==> config.mk <==
export PLATFORM = sky130hd
export DESIGN_NAME = rst_cause_sticky
export DESIGN_NICKNAME = d
export VERILOG_FILES = /design/src/rtl/rcs_pkg.sv /design/src/rtl/rcs_deep_arbiter.sv /design/src/rtl/rcs_source_map.sv /design/src/rtl/rcs_flag_bank.sv /design/src/rtl/rst_cause_sticky.sv
export SDC_FILE = /design/constraint.sdc
export NUM_CORES = 1
export LEC_CHECK = 0
export BUFFER_PORTS_ARGS = -buffer_cell sky130_fd_sc_hd__clkbuf_2
export CORE_MARGIN = 3
export CORE_UTILIZATION = 31
export CTS_BUF_LIST = sky130_fd_sc_hd__clkbuf_16
export CTS_CLUSTER_DIAMETER = 30
export DETAILED_ROUTE_END_ITERATION = 16
export PLACE_DENSITY = 0.7
export SETUP_SLACK_MARGIN = 0.3
export SYNTH_ARGS = -nofsm -noshare
export SYNTH_HDL_FRONTEND = slang
export SYNTH_SLANG_ARGS = --single-unit
==> constraint.sdc <==
create_clock -name clk -period 2.2 [get_ports clk]
set_input_delay 0.22 -clock clk [delete_from_list [all_inputs] [get_ports clk]]
set_output_delay 0.22 -clock clk [all_outputs]
set_load 0.01 [all_outputs]
==> src/rtl/rcs_pkg.sv <==
package rcs_pkg;
    localparam int FLAG_W = 8;

    localparam int B_POR  = 7;
    localparam int B_PIN  = 6;
    localparam int B_WDOG = 5;
    localparam int B_RSVD = 4;
    localparam int B_LOL  = 3;
    localparam int B_LOC  = 2;
    localparam int B_LVD  = 1;
    localparam int B_WAKE = 0;

    typedef logic [FLAG_W-1:0] flags_t;

    localparam flags_t INIT_POR  = flags_t'((1 << B_POR) | (1 << B_LVD));
    localparam flags_t INIT_LVD  = flags_t'(1 << B_LVD);
    localparam flags_t INIT_WAKE = flags_t'(1 << B_WAKE);
    localparam flags_t RSVD_MASK = flags_t'(1 << B_RSVD);

    typedef enum logic [1:0] {
        DEEP_NONE = 2'd0,
        DEEP_WAKE = 2'd1,
        DEEP_LVD  = 2'd2,
        DEEP_POR  = 2'd3
    } deep_kind_e;

    typedef struct packed {
        flags_t flags;
    } bank_st_t;
endpackage

==> src/rtl/rcs_deep_arbiter.sv <==
module rcs_deep_arbiter
    import rcs_pkg::*;
(
    input  logic       por_evt,
    input  logic       lvd_evt,
    input  logic       wake_evt,
    output deep_kind_e deep_kind,
    output flags_t     deep_init
);
    always_comb begin
        deep_kind = DEEP_NONE;
        deep_init = '0;
        if (por_evt) begin
            deep_kind = DEEP_POR;
            deep_init = INIT_POR;
        end else if (lvd_evt) begin
            deep_kind = DEEP_LVD;
            deep_init = INIT_LVD;
        end else if (wake_evt) begin
            deep_kind = DEEP_WAKE;
            deep_init = INIT_WAKE;
        end
    end
endmodule

==> src/rtl/rcs_source_map.sv <==
module rcs_source_map
    import rcs_pkg::*;
(
    input  logic   pin_evt,
    input  logic   wdog_evt,
    input  logic   wdog_en,
    input  logic   lol_evt,
    input  logic   loc_evt,
    output flags_t set_mask
);
    always_comb begin
        set_mask         = '0;
        set_mask[B_PIN]  = pin_evt;
        set_mask[B_WDOG] = wdog_evt & wdog_en;
        set_mask[B_LOL]  = lol_evt;
        set_mask[B_LOC]  = loc_evt;
    end
endmodule

==> src/rtl/rcs_flag_bank.sv <==
module rcs_flag_bank
    import rcs_pkg::*;
(
    input  logic       clk,
    input  logic       rst_n,
    input  deep_kind_e deep_kind,
    input  flags_t     deep_init,
    input  flags_t     set_mask,
    input  flags_t     clr_mask,
    output flags_t     flags_q
);
    bank_st_t st_d, st_q;
    flags_t   warm_d;

    for (genvar b = 0; b < FLAG_W; b++) begin : g_bit
        if (b == B_RSVD) begin : g_rsvd
            assign warm_d[b] = 1'b0;
        end else begin : g_flag
            assign warm_d[b] = set_mask[b] | (st_q.flags[b] & ~clr_mask[b]);
        end
    end

    always_comb begin
        st_d = st_q;
        if (deep_kind != DEEP_NONE) begin
            st_d.flags = deep_init;
        end else begin
            st_d.flags = warm_d;
        end
    end

    always_ff @(posedge clk or negedge rst_n) begin
        if (!rst_n) begin
            st_q.flags <= INIT_POR;
        end else begin
            st_q <= st_d;
        end
    end

    assign flags_q = st_q.flags;


    set_beats_clear_chk: assert property (@(posedge clk) disable iff (!rst_n)
        (deep_kind == DEEP_NONE && set_mask != '0)
        |=> ((flags_q & $past(set_mask)) == $past(set_mask)));


    deep_load_chk: assert property (@(posedge clk) disable iff (!rst_n)
        (deep_kind != DEEP_NONE) |=> (flags_q == $past(deep_init)));


    warm_keep_chk: assert property (@(posedge clk) disable iff (!rst_n)
        (deep_kind == DEEP_NONE && clr_mask == '0)
        |=> ((flags_q & $past(flags_q)) == $past(flags_q)));


    clear_chk: assert property (@(posedge clk) disable iff (!rst_n)
        (deep_kind == DEEP_NONE && (clr_mask & ~set_mask) != '0)
        |=> ((flags_q & $past(clr_mask & ~set_mask)) == '0));
endmodule

==> src/rtl/rst_cause_sticky.sv <==
module rst_cause_sticky
    import rcs_pkg::*;
(
    input  logic              clk,
    input  logic              rst_n,
    input  logic              por_evt,
    input  logic              lvd_evt,
    input  logic              wake_evt,
    input  logic              pin_evt,
    input  logic              wdog_evt,
    input  logic              wdog_en,
    input  logic              lol_evt,
    input  logic              loc_evt,
    input  logic              reg_sel,
    input  logic              reg_wr,
    input  logic [FLAG_W-1:0] reg_wdata,
    output logic [FLAG_W-1:0] reg_rdata
);
    deep_kind_e deep_kind;
    flags_t     deep_init;
    flags_t     set_mask;
    flags_t     clr_mask;
    flags_t     flags_q;

    rcs_deep_arbiter u_deep (
        .por_evt  (por_evt),
        .lvd_evt  (lvd_evt),
        .wake_evt (wake_evt),
        .deep_kind(deep_kind),
        .deep_init(deep_init)
    );

    rcs_source_map u_src (
        .pin_evt (pin_evt),
        .wdog_evt(wdog_evt),
        .wdog_en (wdog_en),
        .lol_evt (lol_evt),
        .loc_evt (loc_evt),
        .set_mask(set_mask)
    );

    always_comb begin
        clr_mask = '0;
        if (reg_sel && reg_wr) begin
            clr_mask = reg_wdata & ~RSVD_MASK;
        end
    end

    rcs_flag_bank u_bank (
        .clk      (clk),
        .rst_n    (rst_n),
        .deep_kind(deep_kind),
        .deep_init(deep_init),
        .set_mask (set_mask),
        .clr_mask (clr_mask),
        .flags_q  (flags_q)
    );

    assign reg_rdata = reg_sel ? flags_q : '0;


    rsvd_zero_chk: assert property (@(posedge clk) disable iff (!rst_n)
        reg_rdata[B_RSVD] == 1'b0);


    wdog_gate_chk: assert property (@(posedge clk) disable iff (!rst_n)
        (!wdog_en && !por_evt && !lvd_evt && !wake_evt && !flags_q[B_WDOG])
        |=> !flags_q[B_WDOG]);


    read_idle_chk: assert property (@(posedge clk) disable iff (!rst_n)
        !reg_sel |-> (reg_rdata == '0));
endmodule

==> metrics.cfg <==
[yosys]
average_instance_area_after_synthesis_um2 = 10.1
seq_area_frac_synth_pct = 44.1
mappedNetlistNets = 60
synthCells = 40
synthesis.area_um2 = 403
synth_seq_cells = 7
synth.distinct_cells = 19
number_of_warning_messages_in_the_yosys_log = 0

[sta]
fin_crit_sh_pct = 54.8
slew_violations = 0
fin_crit_ns = 1.21
setup_viol = 0
rsz0062_at_grt = no
final-hold-violation-count = 0
achievable-frequency_ghz = 0.829
final_skew_ns = 0
timing.setup.tns_ns = 0
worst_slack_ns = 0.994

[floorplanning]
rows = 12
num_io_pins = 28
die_x_um = 42.1
fp.dieArea_um2 = 1770
die-height_um = 42.1
core-area_um2 = 1160
start_util_pct = 34.8

[cts]
numCtsBuffers = 3
cts_hold_repair.buffers = 1
tritoncts = built
cts.repair.resized = 0
clk_pin_slew_worst_paths_ns = 0.04
cts-htree-levels = 1
postCtsSetupRepairBufs = 0
cts_sinks = 7
worstSkewPairLatency_ns = 0.23
clockRootBuffer = sky130_fd_sc_hd__clkbuf_16
cts_max_path_buffers = 2

[routing]
via_per_inst = 4.76
drtIter0Drc = 0
drt-total-wl_mm = 1.08
wl_per_cell_um = 13.2
detailedRoute.firstPassIterationCount = 1
drtAntennaViolNets = 0
detailroute.via_count = 390
drc = 0

[setup_path]
timing.rr.start = u_bank.flags_q[5]
worstSetupPathType = flop to output pin
timing.critical_path.arrival_ns = 0.99
cp-end-kind = output pin
required_ns = 1.98
timing.reg2reg.setup_slack_ns = 1.39
reg2reg_to = u_bank.flags_q[5]
r2r_cells = 2
crit_path_start_kind = flop
worst-path-max-fanout = 2

[grt]
grt_antenna_before_repair = 0
first_global_vias = 394
first_pass_grt_wire_length_mm = 1.70
overflow = 0
grt_max_degree = 15
groute.usage.overall_pct = 13.6

[finish]
layout.cells.most_common = sky130_fd_sc_hd__clkbuf_2
fillers = 104
layout.nets = 89
layout-drive-gt1-share_pct = 54.4
area_growth_syn_to_layout_pct = 54.7
layout.cells.most_common_list = sky130_fd_sc_hd__clkbuf_2, sky130_fd_sc_hd__and2_1, sky130_fd_sc_hd__nor2_1, sky130_fd_sc_hd__dfrtp_1, sky130_fd_sc_hd__and4b_1
ant_diodes = 0
largest_register_ffs = 7

[pwr]
power_density_nw_per_um2 = 788
power.ir.vdd_worst_v = 0.000491
power_leakage_nw = 0.329

[place]
place_congestion = 0.753
port_buffers = 25
place_ws_ns = 1.17

[run]
count_of_max_cap_constraint_violations = 0

[hold_path]
startpoint_of_the_tightest_hold_check_path = lvd_evt
hp-class = primary input to flop
min_delay_worst_endpoint = u_bank.flags_q[0]
hold-path-cell-count = 2

[run_status]
status = finished, final reports clean

==> metrics by stage <==
stage | hold slack (ns) | cells | utilization, % | instance area, µm² | total power, mW
6_report | 0.211 | 82 | 53.9 | 623 | 0.491
5_1_grt | 0.221 | 82 | 53.9 | 623 | 0.515
4_1_cts | 0.209 | 82 | 53.9 | 623 | 0.498
3_5_place_dp | 0.0698 | 77 | 46.2 | 534 | 0.190
3_3_place_gp | 0.0699 | 77 | 46.2 | 534 | 0.189
2_1_floorplan | -0.0756 | 40 | - | 403 | 0.162
==> logic make-up (layout without fill, tap and decap cells) <==
| kind of cell | after synthesis | count (layout) | share of synthesized area, % |
|---|---|---|---|
| simple gates | 25 | 25 | 42.2 |
| flops | 7 | 7 | 44.1 |
| compound gates | 4 | 4 | 9.01 |
| buf+inv | 3 | 31 | 3.73 |
| other cells | 1 | 1 | 0.931 |
==> area by class of cell <==
class	count	area, µm²	share of cell area [%]
tap	14	17.5	2.81
clock buffer	3	75.1	12.0
timing repair buffer	26	135	21.7
clock inverter	1	3.75	0.602
multi-input combinational	30	210	33.7
inverter	1	3.75	0.602
sequential	7	178	28.5
==> synthesized netlist by cell type, drive strengths merged <==
cell type  number  area (µm²)
dfrtp           5         125
nor4            1        6.26
nand3           2        10.0
a31o            1        8.76
nor2            5        18.8
nand2           1        3.75
buf             1        7.51
a311o           1        11.3
nor3            3        30.0
or3             1        11.3
inv             1        3.75
nand2b          1        6.26
and4b           4        40.0
a21bo           1        10.0
a31oi           1        6.26
dfstp           2        52.6
and2            7        43.8
clkbuf          1        3.75
conb            1        3.75
==> worst max path at each step <==
stage	start	to	slack, ns	depth (start not counted)
CTS	u_bank.flags_q[7]	reg_rdata[7]	0.98	2
detailed placement	por_evt	u_bank.flags_q[2]	1.17	3
finish	u_bank.flags_q[7]	reg_rdata[7]	0.99	2
global placement	reg_sel	u_bank.flags_q[1]	1.18	3
floorplan	u_bank.flags_q[7]	reg_rdata[7]	1.32	1
global route	u_bank.flags_q[7]	reg_rdata[7]	0.96	2
==> routing by layer <==
metal  track usage (%)  share of wire (%)
met5                 0                  0
met4              5.59                1.2
met3              7.30                8.6
met2              23.1                 53
met1              13.7                 37
==> worst max-delay path: stages, from the launching register on <==
cell and delay [ns]:
sky130_fd_sc_hd__dfstp_2 0.52, sky130_fd_sc_hd__and2_1 0.11, sky130_fd_sc_hd__clkbuf_2 0.12
==> where the power goes <==
part / internal (mW) / switching [mW] / leakage [nW]
clock: 0.236 / 0.0645 / 0.0423
sequential: 0.136 / 0.00235 / 0.0895
combinational: 0.0260 / 0.0260 / 0.197
total: 0.398 / 0.0928 / 0.329
Note: power is estimated with default switching activity, not from simulation.
